[src/rtl/lcd_pkg.sv]
package lcd_pkg;

    typedef enum logic [1:0] {
        LVL_GND   = 2'b00,
        LVL_THIRD = 2'b01,
        LVL_MID   = 2'b10,
        LVL_FULL  = 2'b11
    } lvl_e;

    // Level for one pin given bias scheme, pin role, selection and polarity.
    function automatic lvl_e pick_level(input logic third, input logic is_com,
                                        input logic sel, input logic neg);
        lvl_e r;
        if (is_com) begin
            if (sel)        r = neg ? LVL_GND : LVL_FULL;
            else if (third) r = neg ? LVL_MID : LVL_THIRD;
            else            r = LVL_MID;
        end else begin
            if (sel)        r = neg ? LVL_FULL : LVL_GND;
            else if (third) r = neg ? LVL_THIRD : LVL_MID;
            else            r = neg ? LVL_GND : LVL_FULL;
        end
        return r;
    endfunction

endpackage

[src/rtl/lcd_timebase.sv]
module lcd_timebase #(
    parameter int N_COM = 4
) (
    input  logic                          clk,
    input  logic                          rst_n,
    input  logic                          tick,
    input  logic                          wake,
    output logic [$clog2(2*N_COM)-1:0]    phase,
    output logic                          blank,
    output logic                          frame_end
);
    localparam int PH_W = $clog2(2*N_COM);
    localparam logic [PH_W-1:0] LAST = PH_W'(2*N_COM-1);

    typedef struct packed {
        logic [PH_W-1:0] phase;
        logic            blank;
    } tb_state_t;

    tb_state_t st_d, st_q;

    always_comb begin
        st_d = st_q;
        if (wake) begin
            st_d.phase = '0;
            st_d.blank = 1'b1;
        end else if (tick) begin
            if (st_q.phase == LAST) begin
                st_d.phase = '0;
                st_d.blank = 1'b0;
            end else begin
                st_d.phase = st_q.phase + 1'b1;
            end
        end
    end

    always_ff @(posedge clk or negedge rst_n) begin
        if (!rst_n) begin
            st_q.phase <= '0;
            st_q.blank <= 1'b1;
        end else begin
            st_q <= st_d;
        end
    end

    assign phase     = st_q.phase;
    assign blank     = st_q.blank;
    assign frame_end = tick && !wake && (st_q.phase == LAST);
endmodule

[src/rtl/lcd_frame_store.sv]
module lcd_frame_store #(
    parameter int N_BITS = 72
) (
    input  logic              clk,
    input  logic              rst_n,
    input  logic              wr_en,
    input  logic [N_BITS-1:0] wr_data,
    input  logic              load,
    output logic [N_BITS-1:0] shown
);
    typedef struct packed {
        logic [N_BITS-1:0] staging;
        logic [N_BITS-1:0] shown;
    } fs_state_t;

    fs_state_t st_d, st_q;

    always_comb begin
        st_d = st_q;
        if (load)  st_d.shown   = st_q.staging;
        if (wr_en) st_d.staging = wr_data;
    end

    always_ff @(posedge clk or negedge rst_n) begin
        if (!rst_n) st_q <= '0;
        else        st_q <= st_d;
    end

    assign shown = st_q.shown;
endmodule

[src/rtl/lcd_pin_encoder.sv]
module lcd_pin_encoder
    import lcd_pkg::*;
#(
    parameter int N_PIN  = 4,
    parameter bit IS_COM = 1'b1
) (
    input  logic               bias_third,
    input  logic               neg,
    input  logic [N_PIN-1:0]   sel,
    input  logic [N_PIN-1:0]   port_en,
    input  logic [N_PIN-1:0]   port_val,
    output logic [2*N_PIN-1:0] code
);
    for (genvar i = 0; i < N_PIN; i++) begin : g_pin
        assign code[2*i +: 2] = port_en[i] ? {2{port_val[i]}}
                                           : pick_level(bias_third, IS_COM, sel[i], neg);
    end
endmodule

[src/rtl/lcd_mux_sequencer.sv]
module lcd_mux_sequencer #(
    parameter int N_COM = 4,
    parameter int N_SEG = 18
) (
    input  logic                   clk,
    input  logic                   rst_n,
    input  logic                   tick,
    input  logic                   wake,
    input  logic                   bias_third,
    input  logic                   disp_off,
    input  logic                   wr_en,
    input  logic [N_COM*N_SEG-1:0] wr_data,
    input  logic [N_COM-1:0]       com_port_en,
    input  logic [N_COM-1:0]       com_port_val,
    input  logic [N_SEG-1:0]       seg_port_en,
    input  logic [N_SEG-1:0]       seg_port_val,
    output logic [2*N_COM-1:0]     com_code,
    output logic [2*N_SEG-1:0]     seg_code
);
    // N_COM must be a power of two so the phase splits into common index and polarity.
    localparam int N_BITS = N_COM * N_SEG;
    localparam int PH_W   = $clog2(2*N_COM);
    localparam int CW     = PH_W - 1;

    logic [PH_W-1:0]   phase;
    logic              blank;
    logic              frame_end;
    logic [N_BITS-1:0] shadow;
    logic [CW-1:0]     cur_com;
    logic              neg;
    logic              active;
    logic [N_COM-1:0]  com_sel;
    logic [N_SEG-1:0]  seg_row;
    logic [N_SEG-1:0]  seg_sel;

    lcd_timebase #(.N_COM(N_COM)) u_timebase (
        .clk       (clk),
        .rst_n     (rst_n),
        .tick      (tick),
        .wake      (wake),
        .phase     (phase),
        .blank     (blank),
        .frame_end (frame_end)
    );

    lcd_frame_store #(.N_BITS(N_BITS)) u_store (
        .clk     (clk),
        .rst_n   (rst_n),
        .wr_en   (wr_en),
        .wr_data (wr_data),
        .load    (frame_end),
        .shown   (shadow)
    );

    assign cur_com = phase[PH_W-1:1];
    assign neg     = phase[0];
    assign active  = !blank && !disp_off;

    for (genvar c = 0; c < N_COM; c++) begin : g_csel
        assign com_sel[c] = active && (cur_com == CW'(c));
    end

    always_comb begin
        seg_row = '0;
        for (int c = 0; c < N_COM; c++) begin
            if (cur_com == CW'(c)) seg_row = shadow[c*N_SEG +: N_SEG];
        end
    end

    assign seg_sel = active ? seg_row : '0;

    lcd_pin_encoder #(.N_PIN(N_COM), .IS_COM(1'b1)) u_com_enc (
        .bias_third (bias_third),
        .neg        (neg),
        .sel        (com_sel),
        .port_en    (com_port_en),
        .port_val   (com_port_val),
        .code       (com_code)
    );

    lcd_pin_encoder #(.N_PIN(N_SEG), .IS_COM(1'b0)) u_seg_enc (
        .bias_third (bias_third),
        .neg        (neg),
        .sel        (seg_sel),
        .port_en    (seg_port_en),
        .port_val   (seg_port_val),
        .code       (seg_code)
    );
endmodule

[config.mk]
export PLATFORM = sky130hd
export DESIGN_NAME = lcd_mux_sequencer
export DESIGN_NICKNAME = d
export VERILOG_FILES = /design/src/rtl/lcd_pkg.sv /design/src/rtl/lcd_timebase.sv /design/src/rtl/lcd_frame_store.sv /design/src/rtl/lcd_pin_encoder.sv /design/src/rtl/lcd_mux_sequencer.sv
export SDC_FILE = /design/constraint.sdc
export NUM_CORES = 1
export LEC_CHECK = 0
export BUFFER_PORTS_ARGS = -buffer_cell sky130_fd_sc_hd__buf_4
export CAP_MARGIN = 20
export CORE_AREA = 2 2 147 149
export CTS_BUF_LIST = sky130_fd_sc_hd__clkbuf_4
export DETAILED_ROUTE_END_ITERATION = 6
export DIE_AREA = 0 0 149 151
export GPL_TIMING_DRIVEN = 0
export HOLD_SLACK_MARGIN = 0.06
export PLACE_DENSITY_LB_ADDON = 0.12
export SYNTH_ARGS = -nofsm -noshare
export SYNTH_HDL_FRONTEND = slang
export SYNTH_SLANG_ARGS = --single-unit
[constraint.sdc]
create_clock -name clk -period 3.5 [get_ports clk]
set_input_delay 0.175 -clock clk [delete_from_list [all_inputs] [get_ports clk]]
set_output_delay 0.175 -clock clk [all_outputs]
set_load 0.02 [all_outputs]
# Word level (Yosys, flattened, before mapping)
# Cells that the tools add are included.
# word_totals
output_inout_bits	44
in_bits	123
ff_bits	148
# classes
reduce_logical	14
n_mux	59
n_eq_ne	4
addsub	1
# ops
op	count
2-bit 2-to-1 mux	50
18-bit 2-to-1 mux	5
4-bit 2-to-1 mux	2
1-bit logical AND	7
2-bit equality test, second input constant	2
2-bit nonzero test	2
3-bit by 1-bit adder with 3-bit output, second input constant	1
3-bit equality test, second input constant	1
1-bit logical NOT	3
3-bit 2-to-1 mux	1
2-bit by 1-bit equality test with 1-bit output, second input constant	1
2-bit logical NOT	1
2-bit AND reduction	1
1-bit 2-to-1 mux	1

# Depth between registers and ports, before layout
# Gate-level depths: netlist of the first run.
# depth
depth_word	8
depth_mapped	8
mapped_depth_nobuf	5

# By module
# Synthesis of the first run repeated with hierarchy kept, for this count alone.
# hier_totals
cells_unflattened	606
area_unflattened_um2	7618.6
# modules_own_cells
module	area_each_um2	n_inst	seq_area_each_um2	cells_per_inst
lcd_frame_store	5945.7	1	3603.5	376
lcd_pin_encoder at u_seg_enc	732.0	1	0.0	118
lcd_mux_sequencer	590.6	1	0.0	70
lcd_timebase	196.4	1	101.3	17
lcd_pin_encoder at u_com_enc	153.9	1	0.0	25

# Worst setup path before layout of the first run
# OpenSTA, ideal clock, no wires.
# synth_path
path_kind	reg2out
start	register, netlist name u_timebase.phase[0]
end	output seg_code[0]
arrival_time_ps	2036
path_stages_with_launch	9
setup_slack_ps	1289
path_buffers	3
cell_sequence	dfrtp_1 > clkbuf_1 > inv_1 > ha_1 > clkbuf_1 > clkbuf_1 > nor2_1 > o221ai_1 > o211ai_1
# synth_via
elab_chain_len	4
# synth_rtl
element	line	rtl
2-bit 2-to-1 mux (on tied branches)	lcd_pkg.sv:21, lcd_pkg.sv:20	
2-bit 2-to-1 mux	lcd_pkg.sv:20	else if (third) r = neg ? LVL_THIRD : LVL_MID;
2-bit 2-to-1 mux *	lcd_pkg.sv:19	if (sel) r = neg ? LVL_FULL : LVL_GND;
2-bit 2-to-1 mux *	lcd_pin_encoder.sv:15	assign code[2*i +: 2] = port_en[i] ? {2{port_val[i]}}
end: declaration	lcd_mux_sequencer.sv:18	output logic [2*N_SEG-1:0] seg_code
# Mark *: on every way between the ends. The rest lies on a longest branch, timed or not.

# Worst setup path after layout of the first run
# layout_path
start	register, netlist name u_timebase.phase[0]
end	output seg_code[3]
# layout_via
elab_chain_len	4
# layout_rtl
element	line
2-bit 2-to-1 mux (on tied branches)	lcd_pkg.sv:21, lcd_pkg.sv:20
2-bit 2-to-1 mux	lcd_pkg.sv:20
2-bit 2-to-1 mux *	lcd_pkg.sv:19
2-bit 2-to-1 mux *	lcd_pin_encoder.sv:15
# Marked as above.

==> results of run 1 <==
per-stage QoR:
stage          setup WS [ps]  instances
6_report                 176       1120
5_1_grt                 4.55       1120
4_1_cts                 3.94       1120
3_5_place_dp             181       1013
3_3_place_gp             228       1012
2_1_floorplan           1290        572
where the power goes:
| part | switching, mW | internal, mW | total, mW | leakage (nW) |
|---|---|---|---|---|
| clock | 0.709 | 0.458 | 1.17 | 0.163 |
| combinational | 0.332 | 0.377 | 0.709 | 2.32 |
| sequential | 0.0557 | 1.80 | 1.86 | 1.90 |
kinds of logic after synthesis:
kind of cell / count (synthesis)
simple gates: 68
xor+xnor: 1
mux: 191
fa+ha+maj: 5
flops: 148
buf+inv: 43
compound gates: 116
worst min path at each step:
stage / from / end / slack (ps) / depth (start not counted)
final: rst_n / u_store.st_q[77] / 150 / 2
after detailed placement: rst_n / u_store.st_q[75] / 200 / 1
after floorplan: rst_n / u_store.shown[0] / -120 / 0
after global placement: wake / u_timebase.phase[0] / 370 / 2
after CTS: rst_n / u_store.st_q[75] / 120 / 2
after global routing: rst_n / u_store.st_q[77] / 170 / 2
state kept, by name, indices dropped and copies added, names as in the netlist:
register and cells:
u_timebase.phase 3, u_timebase.blank 1, u_store.st_q 72, u_store.shown 72
Yosys cell counts, types with 2 or more instances:
cell type / n / share of area
clkbuf_1: 18 / 0.0092
o211ai_1: 36 / 0.037
o22a_1: 18 / 0.021
nand2_1: 22 / 0.011
mux2_2: 148 / 0.23
mux2i_1: 43 / 0.058
ha_1: 5 / 0.0085
o21ba_2: 18 / 0.024
nand2b_1: 18 / 0.015
dfrtp_1: 147 / 0.50
buf_1: 4 / 0.0020
buf_2: 16 / 0.011
nor2_1: 21 / 0.011
inv_1: 2 / 0.0010
buf_6: 3 / 0.0046
o21ai_0: 7 / 0.0047
o221ai_1: 36 / 0.043
nor4b_1: 2 / 0.0024
what timing repair did:
| item | CTS | global route |
|---|---|---|
| setup buffers | 0 | 0 |
| endpoints found under the setup margin | 21 | 15 |
| hold buffers | 76 | 0 |
| gates resized for setup | 3 | 1 |
| gates cloned | 0 | 0 |
| hold endpoints to repair | 137 | 0 |
metal layers:
metal  GRT usage  part of all wire
met5           0                 0
met4      0.0886             0.025
met3      0.0373             0.060
met2       0.332              0.48
met1       0.257              0.44
cell usage in the layout (no fill, tap or decap), types with 2 or more instances in the layout:
cell / instances
inv_8: 5
inv_6: 4
o21ai_0: 7
clkbuf_4: 17
o22a_1: 18
clkbuf_1: 13
clkbuf_2: 3
dlygate4sd3_1: 76
nor4b_1: 2
o211ai_1: 36
o221ai_1: 36
ha_1: 4
buf_2: 16
dfrtp_1: 147
buf_6: 4
bufinv_16: 2
mux2_2: 148
nand2_1: 22
o21ba_2: 18
nand2b_1: 18
clkinvlp_4: 2
buf_1: 4
inv_1: 2
clkinv_4: 2
mux2i_1: 43
buf_4: 164
nor2_1: 21
layout make-up:
cell class	count	area (µm²)
inverters	2	7.51
repair buffers	242	2030
multi-input cells	381	3470
clock inverters	15	184
flip-flops and latches	148	3700
well taps	275	344
plain buffers	39	193
clock buffers	17	128
fillers	1943	10800
diodes	1	2.50
==> impl_metrics.sql, run 1 <==
INSERT INTO impl_metrics (metric_group, metric, value, unit) VALUES
('clock_network', 'insertion_delay', '560', 'ps'),
('route', 'wirelength', '21700', 'µm'),
('sta', 'hold-worst-slack', '152', 'ps'),
('pwr', 'largest_voltage_drop_on_the_vdd_net', '176', 'µV'),
('global_route', 'globalRouteOverflowTotal', '0', ''),
('synth', 'asyncSetResetFlopFracSynth', '1.00', ''),
('route', 'drtPass1Iterations', '4', ''),
('worst_setup_path', 'rr_worst_depth', '6', ''),
('worst_setup_path', 'cp-startpoint', 'u_timebase.phase[0]', ''),
('worst_setup_path', 'crit_arrival', '3150', 'ps'),
('route', 'wl_per_cell', '19.4', 'µm'),
('route', 'drt.antenna.violating_nets', '0', ''),
('synth', 'warnings_from_yosys', '0', ''),
('flow_run', 'cap_viol_max_count', '0', ''),
('synth', 'combined_area_of_all_synthesized_cells', '7380', 'µm²'),
('sta', 'rsz_0062_raised_after_global_routing', 'false', ''),
('worst_setup_path', 'worstSetupStartpointType', 'flop', ''),
('floorplan', 'dieArea', '22500', 'µm²'),
('floorplan', 'die_w', '149', 'µm'),
('worst_setup_path', 'cp-end-kind', 'output pin', ''),
('global_route', 'grt_pass1_vias', '6349', ''),
('worst_setup_path', 'regToRegSetupSlack', '1120', 'ps'),
('pwr', 'power_density_over_the_cells', '371', 'nW/µm²'),
('clock_network', 'cts_tree', 'built', ''),
('sta', 'setup_viol_count_final', '0', ''),
('synth', 'synth-seq-cells', '148', ''),
('synth', 'synth-seq-area-share', '0.502', ''),
('cells_and_area', 'area.growth.synth_to_final', '36.4', '%'),
('global_route', 'antenna_found_initial', '1', ''),
('synth', 'synth.lib_cells_used.distinct', '26', ''),
('global_route', 'gr-usage-all-layers', '0.201', ''),
('pwr', 'p_total', '3.73', 'mW'),
('place', 'gp_congestion', '0.861', ''),
('worst_setup_path', 'path_cells', 'clkbuf_2 > inv_1 > ha_1 > clkbuf_1 > o21ba_2 > o221ai_1 > o211ai_1 > buf_4', ''),
('hold_path', 'hold_path.class', 'input port to asynchronous set/reset pin', ''),
('route', 'drt_drc_violations_left', '0', ''),
('synth', 'synth_simple_gate_area_frac', '0.0451', ''),
('cells_and_area', 'nets', '959', ''),
('global_route', 'grt_first_pass_wirelength', '34100', 'µm'),
('floorplan', 'chipHeight', '151', 'µm'),
('synth', 'post_synth_mux_area_share', '0.284', ''),
('pwr', 'leakagePower', '4.39', 'nW'),
('synth', 'syn-instance-count', '572', ''),
('synth', 'synth-edff-count', '0', ''),
('clock_network', 'cts_root_buf', 'clkbuf_4', ''),
('sta', 'finalSetupTns', '0', 'ps'),
('clock_network', 'cts.path.max_buffers', '2', ''),
('route', 'detailroute.via_count', '5801', ''),
('clock_network', 'cts_made_buffers', '17', ''),
('floorplan', 'ioPinCount', '167', ''),
('sta', 'fmax', '301', 'MHz'),
('worst_setup_path', 'critical_path.reg2reg.endpoint', 'u_store.shown[13]', ''),
('floorplan', 'placement_rows', '53', ''),
('cells_and_area', 'final_layout_size_suffix_gt1_frac', '0.461', ''),
('worst_setup_path', 'critical-path-slowest-cell', 'clkbuf_1', ''),
('place', 'portbufs', '165', ''),
('worst_setup_path', 'critPathCapture', 'seg_code[3]', ''),
('worst_setup_path', 'cp_top_family', 'buffers and inverters', ''),
('sta', 'slew_viol_final', '0', ''),
('clock_network', 'cts.sink_count', '148', ''),
('sta', 'timing_hold_violations_final', '0', ''),
('worst_setup_path', 'start_of_the_worst_register_to_register_path', 'u_timebase.phase[1]', ''),
('synth', 'syn_avg_cell_area', '12.9', 'µm²'),
('clock_network', 'path_clk_slew', '140', 'ps'),
('synth', 'mappedNetlistNets', '700', ''),
('place', 'detailed_place_hpwl', '16200', 'µm'),
('worst_setup_path', 'timing.critical_path.buf_inv', '4', ''),
('synth', 'yosys_most_used_dff', 'dfrtp_1', ''),
('sta', 'finalClockSkew', '21.1', 'ps'),
('run_status', 'outcome', 'finished clean', ''),
('worst_setup_path', 'worst-endpoint-required', '3320', 'ps');
Power figures use the tool's default switching activity.
==> inputs of run 2 (changes only) <==
--- a/config.mk
+++ b/config.mk
@@ -5,7 +5,7 @@
 export SDC_FILE = /design/constraint.sdc
 export NUM_CORES = 1
 export LEC_CHECK = 0
-export BUFFER_PORTS_ARGS = -buffer_cell sky130_fd_sc_hd__buf_4
+export BUFFER_PORTS_ARGS = -buffer_cell sky130_fd_sc_hd__buf_2
 export CAP_MARGIN = 20
 export CORE_AREA = 2 2 147 149
 export CTS_BUF_LIST = sky130_fd_sc_hd__clkbuf_4
==> run 2 against run 1 <==
Against the previous run: clock power shrank 10%; total power shrank 5.3%; highest routed layer unchanged; via count did not move; clock skew shrank 4.6 ps; setup slack got worse by 28 ps.
==> impl_metrics.sql, run 2 (synthesis gave the netlist of run 1 again) <==
INSERT INTO impl_metrics (metric_group, metric, value, unit) VALUES
('run_status', 'outcome', 'finished clean', ''),
('clock_network', 'cts_tree', 'built', ''),
('route', 'wirelength', '21200', 'µm'),
('global_route', 'grt_max_degree', '88', ''),
('cells_and_area', 'area.growth.synth_to_final', '30.3', '%'),
('floorplan', 'core', '20800', 'µm²'),
('sta', 'slew_viol_final', '0', ''),
('global_route', 'globalRouteOverflowTotal', '0', ''),
('place', 'portbufs', '165', ''),
('route', 'drt_drc_violations_left', '0', ''),
('floorplan', 'ioPinCount', '167', ''),
('global_route', 'grt_pass1_vias', '5992', ''),
('clock_network', 'cts.path.max_buffers', '2', ''),
('clock_network', 'postCtsSetupBuffers', '0', ''),
('worst_setup_path', 'critical-path-slowest-cell', 'clkbuf_1', ''),
('cells_and_area', 'final_layout_size_suffix_gt1_frac', '0.461', ''),
('worst_setup_path', 'crit_arrival', '3180', 'ps'),
('floorplan', 'initial_utilization', '0.354', ''),
('worst_setup_path', 'cp-end-kind', 'output pin', ''),
('sta', 'post-route-min-period', '3350', 'ps'),
('clock_network', 'path_clk_slew', '130', 'ps'),
('clock_network', 'insertion_delay', '560', 'ps'),
('cells_and_area', 'most-common-layout-cells', '180 x buf_2, 148 x mux2_2, 147 x dfrtp_1', ''),
('sta', 'timing_hold_violations_final', '0', ''),
('place', 'detailed_place_hpwl', '15900', 'µm'),
('cells_and_area', 'final_common_cell', 'buf_2', ''),
('global_route', 'grtUsageMet3', '0.0431', ''),
('flow_run', 'cap_viol_max_count', '0', ''),
('global_route', 'grt_first_pass_wirelength', '33200', 'µm'),
('pwr', 'largest_voltage_drop_on_the_vdd_net', '179', 'µV'),
('route', 'route.detailed.vias_per_inst', '5.18', ''),
('hold_path', 'hold_path.class', 'input port to asynchronous set/reset pin', ''),
('clock_network', 'cts.sink_count', '148', ''),
('sta', 'fmax', '298', 'MHz'),
('cells_and_area', 'filler_cell_count', '2008', ''),
('pwr', 'leakagePower', '4.23', 'nW'),
('clock_network', 'cts_made_buffers', '17', ''),
('worst_setup_path', 'top_fanout_value_on_the_critical_path', '10', ''),
('route', 'detailroute.via_count', '5801', ''),
('sta', 'tightest_slew', '778', 'ps'),
('pwr', 'power_density_over_the_cells', '368', 'nW/µm²'),
('global_route', 'global_route.peak_usage_layer', 'met2', ''),
('floorplan', 'die_w', '149', 'µm'),
('cells_and_area', 'post_layout_nonfiller_instances', '1120', ''),
('clock_network', 'htree_levels', '4', ''),
('sta', 'setup_viol_count_final', '0', ''),
('floorplan', 'chipHeight', '151', 'µm'),
('sta', 'rsz_0062_raised_after_global_routing', 'false', ''),
('place', 'gp_congestion', '0.850', ''),
('cells_and_area', 'nets', '959', ''),
('worst_setup_path', 'path_cells', 'clkbuf_2 > inv_1 > ha_1 > clkbuf_1 > o21ba_2 > o221ai_1 > o211ai_1 > buf_2', ''),
('sta', 'finalClockSkew', '16.5', 'ps'),
('sta', 'finalSetupTns', '0', 'ps'),
('floorplan', 'dieArea', '22500', 'µm²'),
('route', 'wl_per_cell', '18.9', 'µm'),
('route', 'drtPass1Iterations', '5', ''),
('route', 'drt.antenna.violating_nets', '0', ''),
('clock_network', 'cts_root_buf', 'clkbuf_4', ''),
('global_route', 'grt.met1_usage', '0.255', ''),
('place', 'placed_cells_incl_taps', '1013', ''),
('sta', 'slew_headroom', '0.482', ''),
('worst_setup_path', 'biggest_cell_delay_along_the_critical_path', '550', 'ps'),
('worst_setup_path', 'worst-setup-path-type', 'flop to output pin', ''),
('global_route', 'antenna_found_initial', '1', ''),
('global_route', 'gr-usage-all-layers', '0.196', ''),
('route', 'drtIter0Drc', '231', ''),
('global_route', 'global_routing_met2_resource_utilization', '0.328', ''),
('worst_setup_path', 'worst-endpoint-required', '3320', 'ps'),
('pwr', 'p_total', '3.53', 'mW'),
('worst_setup_path', 'rr_worst_depth', '6', ''),
('floorplan', 'placement_rows', '53', ''),
('worst_setup_path', 'worstSetupStartpointType', 'flop', ''),
('sta', 'finalCritPeriodShare', '0.958', '');
run 2: cell types whose count changed in the layout (fill, tap and decap cells not counted):
cell / previous run / this run
inv_6: 4 / 6
inv_8: 5 / 1
clkinvlp_4: 2 / 3
buf_2: 16 / 180
clkinv_2: 0 / 2
bufinv_16: 2 / 1
buf_4: 164 / 0
run 2: final timing paths:
| path | start | endpoint | slack (ps) |
|---|---|---|---|
| max in group asynchronous | rst_n | u_timebase.blank | 2480 |
| min | rst_n | u_store.st_q[78] | 160 |
| min in group clk | wr_en | u_store.st_q[135] | 300 |
| max reg2reg | u_timebase.phase[1] | u_store.shown[16] | 1170 |
| max | u_timebase.phase[0] | seg_code[3] | 150 |
| min reg2reg | u_store.st_q[87] | u_store.shown[15] | 500 |
run 2: power by group:
part           switching [mW]  total [mW]  internal, mW  leakage (nW)
Clock                   0.678        1.05         0.369         0.142
Combinational           0.324       0.634         0.309          2.19
Sequential             0.0547        1.85          1.80          1.90
Total                    1.06        3.53          2.48          4.23
run 2: area by class of cell:
type | count | area [µm²] | share of cell area
inverter | 2 | 7.51 | 0.000781
sequential | 148 | 3700 | 0.385
multi-input combinational | 381 | 3470 | 0.361
antenna | 1 | 2.50 | 0.000260
buffer | 39 | 193 | 0.0200
tap | 275 | 344 | 0.0358
clock buffer | 17 | 128 | 0.0133
clock inverter | 15 | 144 | 0.0150
timing repair buffer | 242 | 1620 | 0.169
run 2: worst max-delay path: cells and delay by family, from the launching register on:
| kind | cells | cell delay [ps] |
|---|---|---|
| flip-flops | 1 | 490 |
| adder cells (fa/ha/maj) | 1 | 260 |
| buffers and inverters | 4 | 1310 |
| AO/OA/AOI/OAI | 3 | 550 |
run 2: per-layer routing:
layer	vias up	wire length, µm
li1	2687	-
met1	2874	9450
met2	209	10100
met3	31	1230
met4	0	428
met5	-	0
run 2: what timing repair did:
action,in CTS,in global routing
cloned,0,0
endpoints found under the setup margin,20,13
hold endpoints to repair,137,0
hold buffers,76,0
resized for setup,3,1
run 2: through the flow:
stage / hold WS (ps) / utilization / worst slack, ps / cell area [µm²]
final: 159 / 0.462 / 148 / 9610
after global routing: 158 / 0.462 / 7.03 / 9610
after CTS: 132 / 0.462 / 26.5 / 9610
after detailed placement: 202 / 0.412 / 197 / 8580
after global placement: 400 / 0.410 / 169 / 8550
after floorplan: -121 / - / 1290 / 7380
